$ cat src/rtl/maint_fe_pkg.sv
package maint_fe_pkg;
  localparam int DATA_W = 32;
  localparam int OFS_W  = 12;

  localparam logic [OFS_W-1:0] OFS_MODE  = 12'h248;
  localparam logic [OFS_W-1:0] OFS_ADDR  = 12'h24C;
  localparam logic [OFS_W-1:0] OFS_SIZE  = 12'h250;
  localparam logic [OFS_W-1:0] OFS_MASK  = 12'h254;
  localparam logic [OFS_W-1:0] OFS_WAY   = 12'h258;
  localparam logic [OFS_W-1:0] OFS_REGST = 12'h25C;
  localparam logic [OFS_W-1:0] OFS_QST   = 12'h260;

  localparam int TGT_LO     = 21;
  localparam int SCOPE_LO   = 17;
  localparam int NOTIFY_BIT = 15;

  localparam logic [1:0] SCOPE_RANGE = 2'd0;
  localparam logic [1:0] TGT_BY_WAY  = 2'd2;

  typedef struct packed {
    logic [DATA_W-1:0] mode;
    logic [DATA_W-1:0] addr;
    logic [DATA_W-1:0] size;
    logic [DATA_W-1:0] mask;
    logic [DATA_W-1:0] ways;
  } cmd_t;

  function automatic logic [1:0] f_scope(input logic [DATA_W-1:0] m);
    return m[SCOPE_LO +: 2];
  endfunction

  function automatic logic [1:0] f_target(input logic [DATA_W-1:0] m);
    return m[TGT_LO +: 2];
  endfunction

  function automatic logic f_notify(input logic [DATA_W-1:0] m);
    return m[NOTIFY_BIT];
  endfunction

  function automatic logic f_is_shared(input logic [OFS_W-1:0] o);
    return (o == OFS_MODE) || (o == OFS_ADDR) || (o == OFS_SIZE) ||
           (o == OFS_MASK) || (o == OFS_WAY);
  endfunction

  // Zero the fields the selected scope and target do not use.
  function automatic cmd_t f_shape(input cmd_t c);
    cmd_t r;
    r = c;
    if (f_scope(c.mode) != SCOPE_RANGE) begin
      r.addr = '0;
      r.size = '0;
      r.mask = '0;
    end
    if (f_target(c.mode) != TGT_BY_WAY) r.ways = '0;
    return r;
  endfunction
endpackage

$ cat src/rtl/maint_fe_owner.sv
module maint_fe_owner
  import maint_fe_pkg::*;
#(
  parameter int REQ_W = 2
) (
  input  logic             clk,
  input  logic             rst_n,
  input  logic             wr_en,
  input  logic [OFS_W-1:0] wr_ofs,
  input  logic [REQ_W-1:0] wr_id,
  input  logic [DATA_W-1:0] wr_data,
  input  logic             release_en,
  output logic             own_valid,
  output logic [REQ_W-1:0] own_id,
  output cmd_t             cmd,
  output logic             refuse
);
  logic claim;
  logic accept;

  always_comb begin
    claim  = wr_en && !own_valid && (wr_ofs == OFS_MODE);
    refuse = wr_en && ((own_valid && (wr_id != own_id)) ||
                       (!own_valid && (wr_ofs != OFS_MODE)));
    accept = wr_en && own_valid && (wr_id == own_id);
  end

  always_ff @(posedge clk or negedge rst_n) begin
    if (!rst_n) begin
      own_valid <= 1'b0;
      own_id    <= '0;
      cmd       <= '0;
    end else begin
      if (claim) begin
        own_valid <= 1'b1;
        own_id    <= wr_id;
        cmd       <= '0;
        cmd.mode  <= wr_data;
      end else if (accept) begin
        case (wr_ofs)
          OFS_MODE: cmd.mode <= wr_data;
          OFS_ADDR: cmd.addr <= wr_data;
          OFS_SIZE: cmd.size <= wr_data;
          OFS_MASK: cmd.mask <= wr_data;
          OFS_WAY:  cmd.ways <= wr_data;
          default:  ;
        endcase
      end
      if (release_en) own_valid <= 1'b0;
    end
  end
endmodule

$ cat src/rtl/maint_fe_bank.sv
module maint_fe_bank #(
  parameter int PEND_W = 3
) (
  input  logic clk,
  input  logic rst_n,
  input  logic set_fail,
  input  logic clr_fail,
  input  logic push,
  input  logic push_notify,
  input  logic cpl,
  input  logic cpl_err,
  input  logic clr_end,
  input  logic clr_err,
  output logic fail,
  output logic busy,
  output logic end_flag,
  output logic err_flag
);
  logic [PEND_W-1:0] pend;
  logic              notify_last;

  assign busy = (pend != '0);

  always_ff @(posedge clk or negedge rst_n) begin
    if (!rst_n) begin
      fail        <= 1'b0;
      pend        <= '0;
      notify_last <= 1'b0;
      end_flag    <= 1'b0;
      err_flag    <= 1'b0;
    end else begin
      if (set_fail) fail <= 1'b1;
      else if (clr_fail) fail <= 1'b0;

      if (push && !cpl) pend <= pend + 1'b1;
      else if (cpl && !push && busy) pend <= pend - 1'b1;

      if (push) notify_last <= push_notify;

      if (cpl && notify_last) end_flag <= 1'b1;
      else if (clr_end) end_flag <= 1'b0;

      if (cpl && cpl_err) err_flag <= 1'b1;
      else if (clr_err) err_flag <= 1'b0;
    end
  end
endmodule

$ cat src/rtl/maint_cmd_frontend.sv
module maint_cmd_frontend
  import maint_fe_pkg::*;
#(
  parameter int N_REQ   = 4,
  parameter int Q_DEPTH = 8,
  localparam int REQ_W  = (N_REQ > 1) ? $clog2(N_REQ) : 1
) (
  input  logic              clk,
  input  logic              rst_n,
  input  logic              bus_valid,
  input  logic              bus_write,
  input  logic [REQ_W-1:0]  bus_id,
  input  logic [OFS_W-1:0]  bus_addr,
  input  logic [DATA_W-1:0] bus_wdata,
  output logic [DATA_W-1:0] bus_rdata,
  output logic              q_push,
  input  logic              q_push_ready,
  output logic [REQ_W-1:0]  q_req,
  output logic [DATA_W-1:0] q_mode,
  output logic [DATA_W-1:0] q_addr,
  output logic [DATA_W-1:0] q_size,
  output logic [DATA_W-1:0] q_mask,
  output logic [DATA_W-1:0] q_ways,
  input  logic              cpl_valid,
  input  logic [REQ_W-1:0]  cpl_id,
  input  logic              cpl_err
);
  localparam int PEND_W = $clog2(Q_DEPTH + 1);

  // Named internal events
  logic             shared_wr;
  logic             regst_rd;
  logic             qst_wr;
  logic             own_valid;
  logic [REQ_W-1:0] own_id;
  logic             refuse;
  logic             is_owner;
  logic             reg_fail;
  logic             reg_full;
  logic             release_en;
  cmd_t             cmd;
  cmd_t             shaped;

  logic [N_REQ-1:0] fail_v, busy_v, end_v, err_v;

  always_comb begin
    shared_wr  = bus_valid && bus_write && f_is_shared(bus_addr);
    regst_rd   = bus_valid && !bus_write && (bus_addr == OFS_REGST);
    qst_wr     = bus_valid && bus_write && (bus_addr == OFS_QST);
    is_owner   = own_valid && (own_id == bus_id);
    reg_fail   = fail_v[bus_id] || !is_owner;
    reg_full   = !reg_fail && !q_push_ready;
    release_en = regst_rd && is_owner;
    q_push     = regst_rd && !reg_fail && q_push_ready;
  end

  maint_fe_owner #(.REQ_W(REQ_W)) u_owner (
    .clk       (clk),
    .rst_n     (rst_n),
    .wr_en     (shared_wr),
    .wr_ofs    (bus_addr),
    .wr_id     (bus_id),
    .wr_data   (bus_wdata),
    .release_en(release_en),
    .own_valid (own_valid),
    .own_id    (own_id),
    .cmd       (cmd),
    .refuse    (refuse)
  );

  assign shaped = f_shape(cmd);
  assign q_req  = bus_id;
  assign q_mode = shaped.mode;
  assign q_addr = shaped.addr;
  assign q_size = shaped.size;
  assign q_mask = shaped.mask;
  assign q_ways = shaped.ways;

  for (genvar i = 0; i < N_REQ; i++) begin : g_bank
    logic sel;
    assign sel = (bus_id == REQ_W'(i));
    maint_fe_bank #(.PEND_W(PEND_W)) u_bank (
      .clk        (clk),
      .rst_n      (rst_n),
      .set_fail   (refuse && sel),
      .clr_fail   (regst_rd && sel),
      .push       (q_push && sel),
      .push_notify(f_notify(cmd.mode)),
      .cpl        (cpl_valid && (cpl_id == REQ_W'(i))),
      .cpl_err    (cpl_err),
      .clr_end    (qst_wr && sel && bus_wdata[2]),
      .clr_err    (qst_wr && sel && bus_wdata[1]),
      .fail       (fail_v[i]),
      .busy       (busy_v[i]),
      .end_flag   (end_v[i]),
      .err_flag   (err_v[i])
    );
  end

  always_comb begin
    bus_rdata = '0;
    if (bus_valid && !bus_write) begin
      case (bus_addr)
        OFS_MODE:  bus_rdata = cmd.mode;
        OFS_ADDR:  bus_rdata = cmd.addr;
        OFS_SIZE:  bus_rdata = cmd.size;
        OFS_MASK:  bus_rdata = cmd.mask;
        OFS_WAY:   bus_rdata = cmd.ways;
        OFS_REGST: bus_rdata = {{(DATA_W-2){1'b0}}, reg_full, reg_fail};
        OFS_QST:   bus_rdata = {{(DATA_W-3){1'b0}}, end_v[bus_id],
                                err_v[bus_id], busy_v[bus_id]};
        default:   bus_rdata = '0;
      endcase
    end
  end
endmodule

$ cat config.mk
export PLATFORM = sky130hd
export DESIGN_NAME = maint_cmd_frontend
export DESIGN_NICKNAME = d
export VERILOG_FILES = /design/src/rtl/maint_fe_pkg.sv /design/src/rtl/maint_fe_owner.sv /design/src/rtl/maint_fe_bank.sv /design/src/rtl/maint_cmd_frontend.sv
export SDC_FILE = /design/constraint.sdc
export NUM_CORES = 1
export LEC_CHECK = 0
export BUFFER_PORTS_ARGS = -buffer_cell sky130_fd_sc_hd__buf_2
export CAP_MARGIN = 20
export CORE_MARGIN = 2
export CORE_UTILIZATION = 45
export CTS_CLUSTER_SIZE = 24
export DETAILED_ROUTE_END_ITERATION = 10
export GPL_ROUTABILITY_DRIVEN = 0
export GPL_TIMING_DRIVEN = 1
export HOLD_SLACK_MARGIN = 0.03
export PLACE_DENSITY = 0.77
export SETUP_SLACK_MARGIN = 0.5
export SYNTH_ARGS = -nofsm -noshare
export SYNTH_HDL_FRONTEND = slang
export SYNTH_SLANG_ARGS = --single-unit
$ cat constraint.sdc
create_clock -name clk -period 3.4 [get_ports clk]
set_clock_uncertainty 0.05 [all_clocks]
set_input_delay 0 -clock clk [delete_from_list [all_inputs] [get_ports clk]]
set_output_delay 0 -clock clk [all_outputs]
set_load 0.02 [all_outputs]
======== Word level (Yosys, flattened, before mapping) ========
Cells that the tools add are included.
word-level totals
  input bits .............................. 55
  output and inout port bits .............. 195
  word-level logic and storage cells ...... 226
  flip-flop bits (word level) ............. 195
cells by class
  magnitude comparators ................... 1
  reductions and logical operators ........ 119
  $add $sub $neg .......................... 8
  equality and inequality tests ........... 18
  multiplexer cells ....................... 53
operators by type and width
  cell                  count
  $mux 160              2
  $mux 32               7
  $pmux 32 s7           1
  $mux 96               1
  $eq 12x10->1 const B  7
  $logic_and 1x1->1     65
  $reduce_bool 2->1     24
  $mux 4                8
  $mux 1                30
  $add 4x1->4 const B   4
  $reduce_bool 4->1     4
  $sub 4x1->4 const B   4
  $logic_not 1->1       13
  $ne 12x10->1 const B  1
  $reduce_and 2->1      5
  $bmux 1 s2            4
  $eq 2x2->1 const B    4
  $logic_or 1x1->1      6
  $eq 2x1->1 const B    2
  $eq 2x2->1            2
  $logic_not 2->1       2
  $lt 2x3->1 const B    1
  $ne 2x2->1            1
  $ne 2x2->1 const B    1

======== Logic depth before layout (Yosys ltp) ========
  depth after elaboration ................. 13
  mapped depth ............................ 13
  gate-level depth less buffers ........... 10

======== By module ========
From an unflattened synthesis, not the netlist that was laid out.
second synthesis, totals
  cells, all modules ...................... 1128
  area, all modules ....................... 11358.4 um2
modules (own cells, without submodules)
  module              sequential area each (um2)  area each (um2)  cells each  times used
  maint_fe_owner      4078.9                      6567.5           520         1
  maint_cmd_frontend  0.0                         2954.1           448         1
  maint_fe_bank       200.2                       459.2            40          4

======== Least setup slack after synthesis ========
OpenSTA, ideal clock, no wires.
  kind .................................... register to register
  from .................................... register g_bank[3].u_bank.fail
  to ...................................... register g_bank[0].u_bank.pend[3]
  slack ................................... -29 ps
  data required time ...................... 3271 ps
  arrival time ............................ 3299 ps
  stages on the path, launching flop included .. 13
  cells stage by stage .................... dfrtp_1 mux4_2 or4_1 buf_6 or4_4 buf_6 nand2b_1 ha_1 a21o_1 a21oi_1 or2_2 mux2_1 mux2i_1
between the ends
  longest elaborated chain between the ends .. 11
  elaborated cells between the ends (all ways) .. 13
  classes of those cells .................. mux: 3; reduce/logical: 10
ends and longest elaborated chain
  what                                RTL line                  RTL
  start, declared                     maint_fe_bank.sv:14       output logic fail,
  start signal, assigned              maint_fe_bank.sv:26       fail <= 1'b0;
  start signal, assigned              maint_fe_bank.sv:32       if (set_fail) fail <= 1'b1;
  start signal, assigned              maint_fe_bank.sv:33       else if (clr_fail) fail <= 1'b0;
  $bmux 1 s2 *                        maint_cmd_frontend.sv:51  reg_fail = fail_v[bus_id] || !is_owner;
  $mux 1 (not written as such) *      maint_cmd_frontend.sv:51
  $logic_or 1x1->1 *                  maint_cmd_frontend.sv:51
  $logic_not 1->1 *                   maint_cmd_frontend.sv:54  q_push = regst_rd && !reg_fail && q_push_ready;
  $logic_and 1x1->1 * (2 in series)   maint_cmd_frontend.sv:54
  $logic_and 1x1->1 *                 maint_cmd_frontend.sv:87  .push (q_push && sel),
  $logic_not 1->1                     maint_fe_bank.sv:36       else if (cpl && !push && busy) pend <= pend - 1'b1;
  $logic_and 1x1->1 (2 in series)     maint_fe_bank.sv:36
  $reduce_bool 2->1 (no source line)  n/a
  end signal, assigned                maint_fe_bank.sv:35       if (push && !cpl) pend <= pend + 1'b1;
  end signal, assigned                maint_fe_bank.sv:36
  end, declared                       maint_fe_bank.sv:19       logic [PEND_W-1:0] pend;
Every way passes the cells marked *; elsewhere a longest branch is shown, timed or not. The select of a mux whose other input is x is not followed.
A chain may end at the register's enable or synchronous reset.

======== Worst setup path in the final report ========
Same ends and word-level chain as after synthesis.

==> flow_metrics.py <==
metrics = {
    "sta": {
        "fmax_mhz": 326,
        "maxSlewHeadroom_pct": 37.6,
        "worst_pin_slew_ns": 0.936,
        "hold_violations": 0,
        "grt_setup_unrepaired": "yes",
        "hold_slack_ns": 0.0419,
        "maxSlewViolCount": 0,
        "period_minus_slack_ns": 3.07,
        "worst_slack_ns": 0.332,
        "finalSetupTns_ns": 0,
        "min_period_over_period_pct": 90.2,
        "finalSetupViolCount": 0,
    },
    "die": {
        "dieWidth_um": 158,
        "core_area_sq_mm": 0.0233,
        "dieArea_sq_mm": 0.0249,
        "start_util_pct": 45.7,
        "fp-row-count": 56,
        "pin_count": 250,
        "die_y_um": 158,
    },
    "synth": {
        "ys_warn_count": 0,
        "synthArstFlopShare_pct": 100,
        "yosysTopAreaCellShare_pct": 45.8,
        "synthXorXnorAreaFrac_pct": 1.23,
        "syn_inst": 1061,
        "syn_area_sq_mm": 0.0107,
        "syn_avg_cell_area_sq_um": 10.0,
        "post_synth_and_or_nand_nor_area_fraction_pct": 18.2,
        "synth_edf_count": 0,
        "synth_top_family_by_area": "simple AND/OR/NAND/NOR gates",
        "ys_seq_area_share_pct": 45.8,
        "syn_nets": 1128,
        "synthTopCellsByArea": "dfrtp_1, and2_1, mux2i_1",
        "ys_types": 53,
        "synth_flop_cell": "dfrtp_1",
        "synth_fa_ha_area_share_pct": 1.69,
        "synth_compound_area_share_pct": 14.7,
        "synth-seq-cells": 195,
        "synth.area.mux_share_pct": 13.0,
        "yosysTopAreaCell": "dfrtp_1",
    },
    "worst_setup_path": {
        "cp-end-kind": "flop",
        "critical_path_class": "flop to flop",
        "regToRegStartpoint": "g_bank[3].u_bank.fail",
        "r2r_cells": 10,
        "start_kind": "flop",
        "crit_start": "g_bank[3].u_bank.fail",
        "arrival_ns": 3.37,
        "crit_required_ns": 3.70,
        "cp_max_fo": 3,
    },
    "pwr": {
        "vdd_drop_max_uv": 357,
        "power_density_mw_per_mm2": 399,
        "leakage_nw": 6.60,
    },
    "routing": {
        "drc": 0,
        "wire_per_inst_um": 20.1,
        "dr.pass1.iters": 5,
        "viasPerCell": 5.63,
        "postRouteAntennaNets": 0,
        "dr.first_iter.drc_count": 705,
        "wl_mm": 32.7,
        "num_vias": 9174,
    },
    "global_routing": {
        "grt_pass1_vias": 9251,
        "grt_pass1_wl_mm": 50.9,
        "overflow": 0,
        "gr-usage-all-layers_pct": 26.4,
        "antenna_found_initial": 0,
        "grt_max_degree": 109,
    },
    "hold_path": {
        "min_path_type": "input port to flop",
        "whs_path_depth": 5,
        "hp-start": "bus_addr[8]",
    },
    "placement": {
        "io_buffers": 249,
        "placed_cells": 1549,
        "post-place-ws_ns": 0.235,
        "dp_hpwl_mm": 22.2,
    },
    "clocking": {
        "root_buffer": "clkbuf_16",
        "clock_latency_ns": 0.43,
        "cts_tree": "done",
        "htreeDepth": 4,
        "clock_sinks": 195,
        "cts_buffers": 17,
        "cts_buffer_depth": 2,
        "clkSlewWorstSetupHoldPaths_ns": 0.08,
    },
    "finish": {
        "fill_cells": 2060,
        "nets": 1366,
        "drive_gt1_share_pct": 30.5,
        "antenna_cells": 0,
        "fin_cells": 1630,
        "area_growth_pct": 24.5,
    },
    "run_status": {
        "status": "finished clean",
    },
    "flow_run": {
        "cap_violations": 0,
    },
}
==> path summary, 6_finish.rpt <==
path                                              to  slack [ns]
max reg2reg                 g_bank[0].u_bank.pend[3]        0.33
max in group asynchronous           u_owner.cmd[125]        2.32
min                            g_bank[2].u_bank.fail        0.04
max                         g_bank[0].u_bank.pend[3]        0.33
min reg2reg                g_bank[3].u_bank.end_flag        0.42
min in group asynchronous             u_owner.cmd[5]        0.19
==> flip-flops by register name, summed over array words and instances, names as in the netlist <==
name                       cells
u_owner.cmd                  160
g_bank.u_bank.pend            16
g_bank.u_bank.end_flag         4
g_bank.u_bank.err_flag         4
g_bank.u_bank.fail             4
g_bank.u_bank.notify_last      4
u_owner.own_id                 2
u_owner.own_valid              1
==> through the flow <==
stage / cell area, sq um / power, mW / utilization, %
global placement: 12200 / 3.25 / 52.1
finish: 13300 / 5.29 / 56.8
floorplan: 10700 / 3.06 / -
CTS: 13200 / 5.32 / 56.7
global route: 13300 / 5.52 / 56.8
detailed placement: 12200 / 3.29 / 52.1
==> power by group <==
| group | leakage, nW | internal, mW | switching [mW] |
|---|---|---|---|
| Combinational | 3.65 | 0.390 | 0.369 |
| Sequential | 2.67 | 2.42 | 0.121 |
| Clock | 0.285 | 0.998 | 0.999 |
| Total | 6.60 | 3.80 | 1.49 |
==> placed cells by master (no fill, tap or decap), types with 4 or more instances in the layout <==
cell / synthesis / final
buf_2: 6 / 246
dfrtp_1: 195 / 195
and2_1: 130 / 131
nand2_1: 132 / 129
o21ai_0: 83 / 83
mux2i_1: 75 / 74
a22o_1: 65 / 65
dlygate4sd3_1: 0 / 48
mux2_2: 44 / 44
nor2_1: 43 / 42
buf_4: 34 / 32
o22ai_1: 30 / 30
a22oi_1: 29 / 29
clkbuf_16: 0 / 17
xnor2_1: 13 / 13
ha_1: 8 / 7
nor4_1: 7 / 6
nand2b_1: 7 / 5
nand3_1: 6 / 5
clkinv_4: 0 / 5
mux4_2: 4 / 4
a21oi_1: 9 / 4
o2bb2ai_1: 4 / 4
a21o_1: 4 / 4
a21oi_2: 0 / 4
or2_4: 0 / 4
fa_1: 4 / 4
==> synth_stat cells, drive strengths merged (2+ instances only) <==
cell,n
fa,4
a22oi,29
ha,8
dfrtp,195
nor3,3
o21ai,85
nand3b,3
and4,3
o2111ai,2
o211ai,2
nand3,6
o22ai,30
nand2b,7
nor4,11
nor2,43
mux2,46
xor2,2
xnor2,13
o2bb2ai,4
nor4b,2
nand2,132
buf,51
and2,131
a21oi,9
or2,5
or4,3
nor2b,5
nor3b,2
and3,3
a22o,65
inv,3
clkbuf,60
mux4,4
nand4,3
a21o,4
mux2i,76
==> area by class of cell <==
type / instances / area, sq um / share of cell area [%]
sequential: 195 / 4880 / 36.8
multi-input combinational: 752 / 5360 / 40.4
clock buffer: 18 / 439 / 3.31
tap: 319 / 399 / 3.01
timing repair buffer: 330 / 2030 / 15.3
clock inverter: 13 / 144 / 1.08
inverter: 3 / 11.3 / 0.0849
==> per-layer routing <==
layer	vias up	track usage, %	wire length [um]
li1	4181	-	-
met1	4530	35.1	13700
met2	401	44.3	16000
met3	62	4.19	2240
met4	0	8.53	801
met5	-	0	0
==> cell families after synthesis <==
| group | after synthesis |
|---|---|
| compound gates | 233 |
| simple gates | 366 |
| flops | 195 |
| mux | 126 |
| fa+ha+maj | 12 |
| xor+xnor | 15 |
| buf+inv | 114 |
==> critical path: stages (launching register included) <==
cell and delay, ns:
dfrtp_1 0.38, mux4_2 0.47, or4_4 0.43, or4_4 0.43, nand2b_4 0.18, ha_4 0.26
a21o_1 0.11, a21oi_2 0.06, or2_4 0.23, mux2_4 0.26, mux2i_1 0.13
==> what timing repair did <==
| action | in CTS | in global routing |
|---|---|---|
| hold buffers | 48 | 0 |
| endpoints found under the hold margin | 280 | 0 |
| resized for setup | 5 | 4 |
| pin swaps | 1 | 3 |
| setup buffers | 0 | 2 |
| setup endpoints to repair | 6 | 6 |
(Power assumes the default switching activity.)
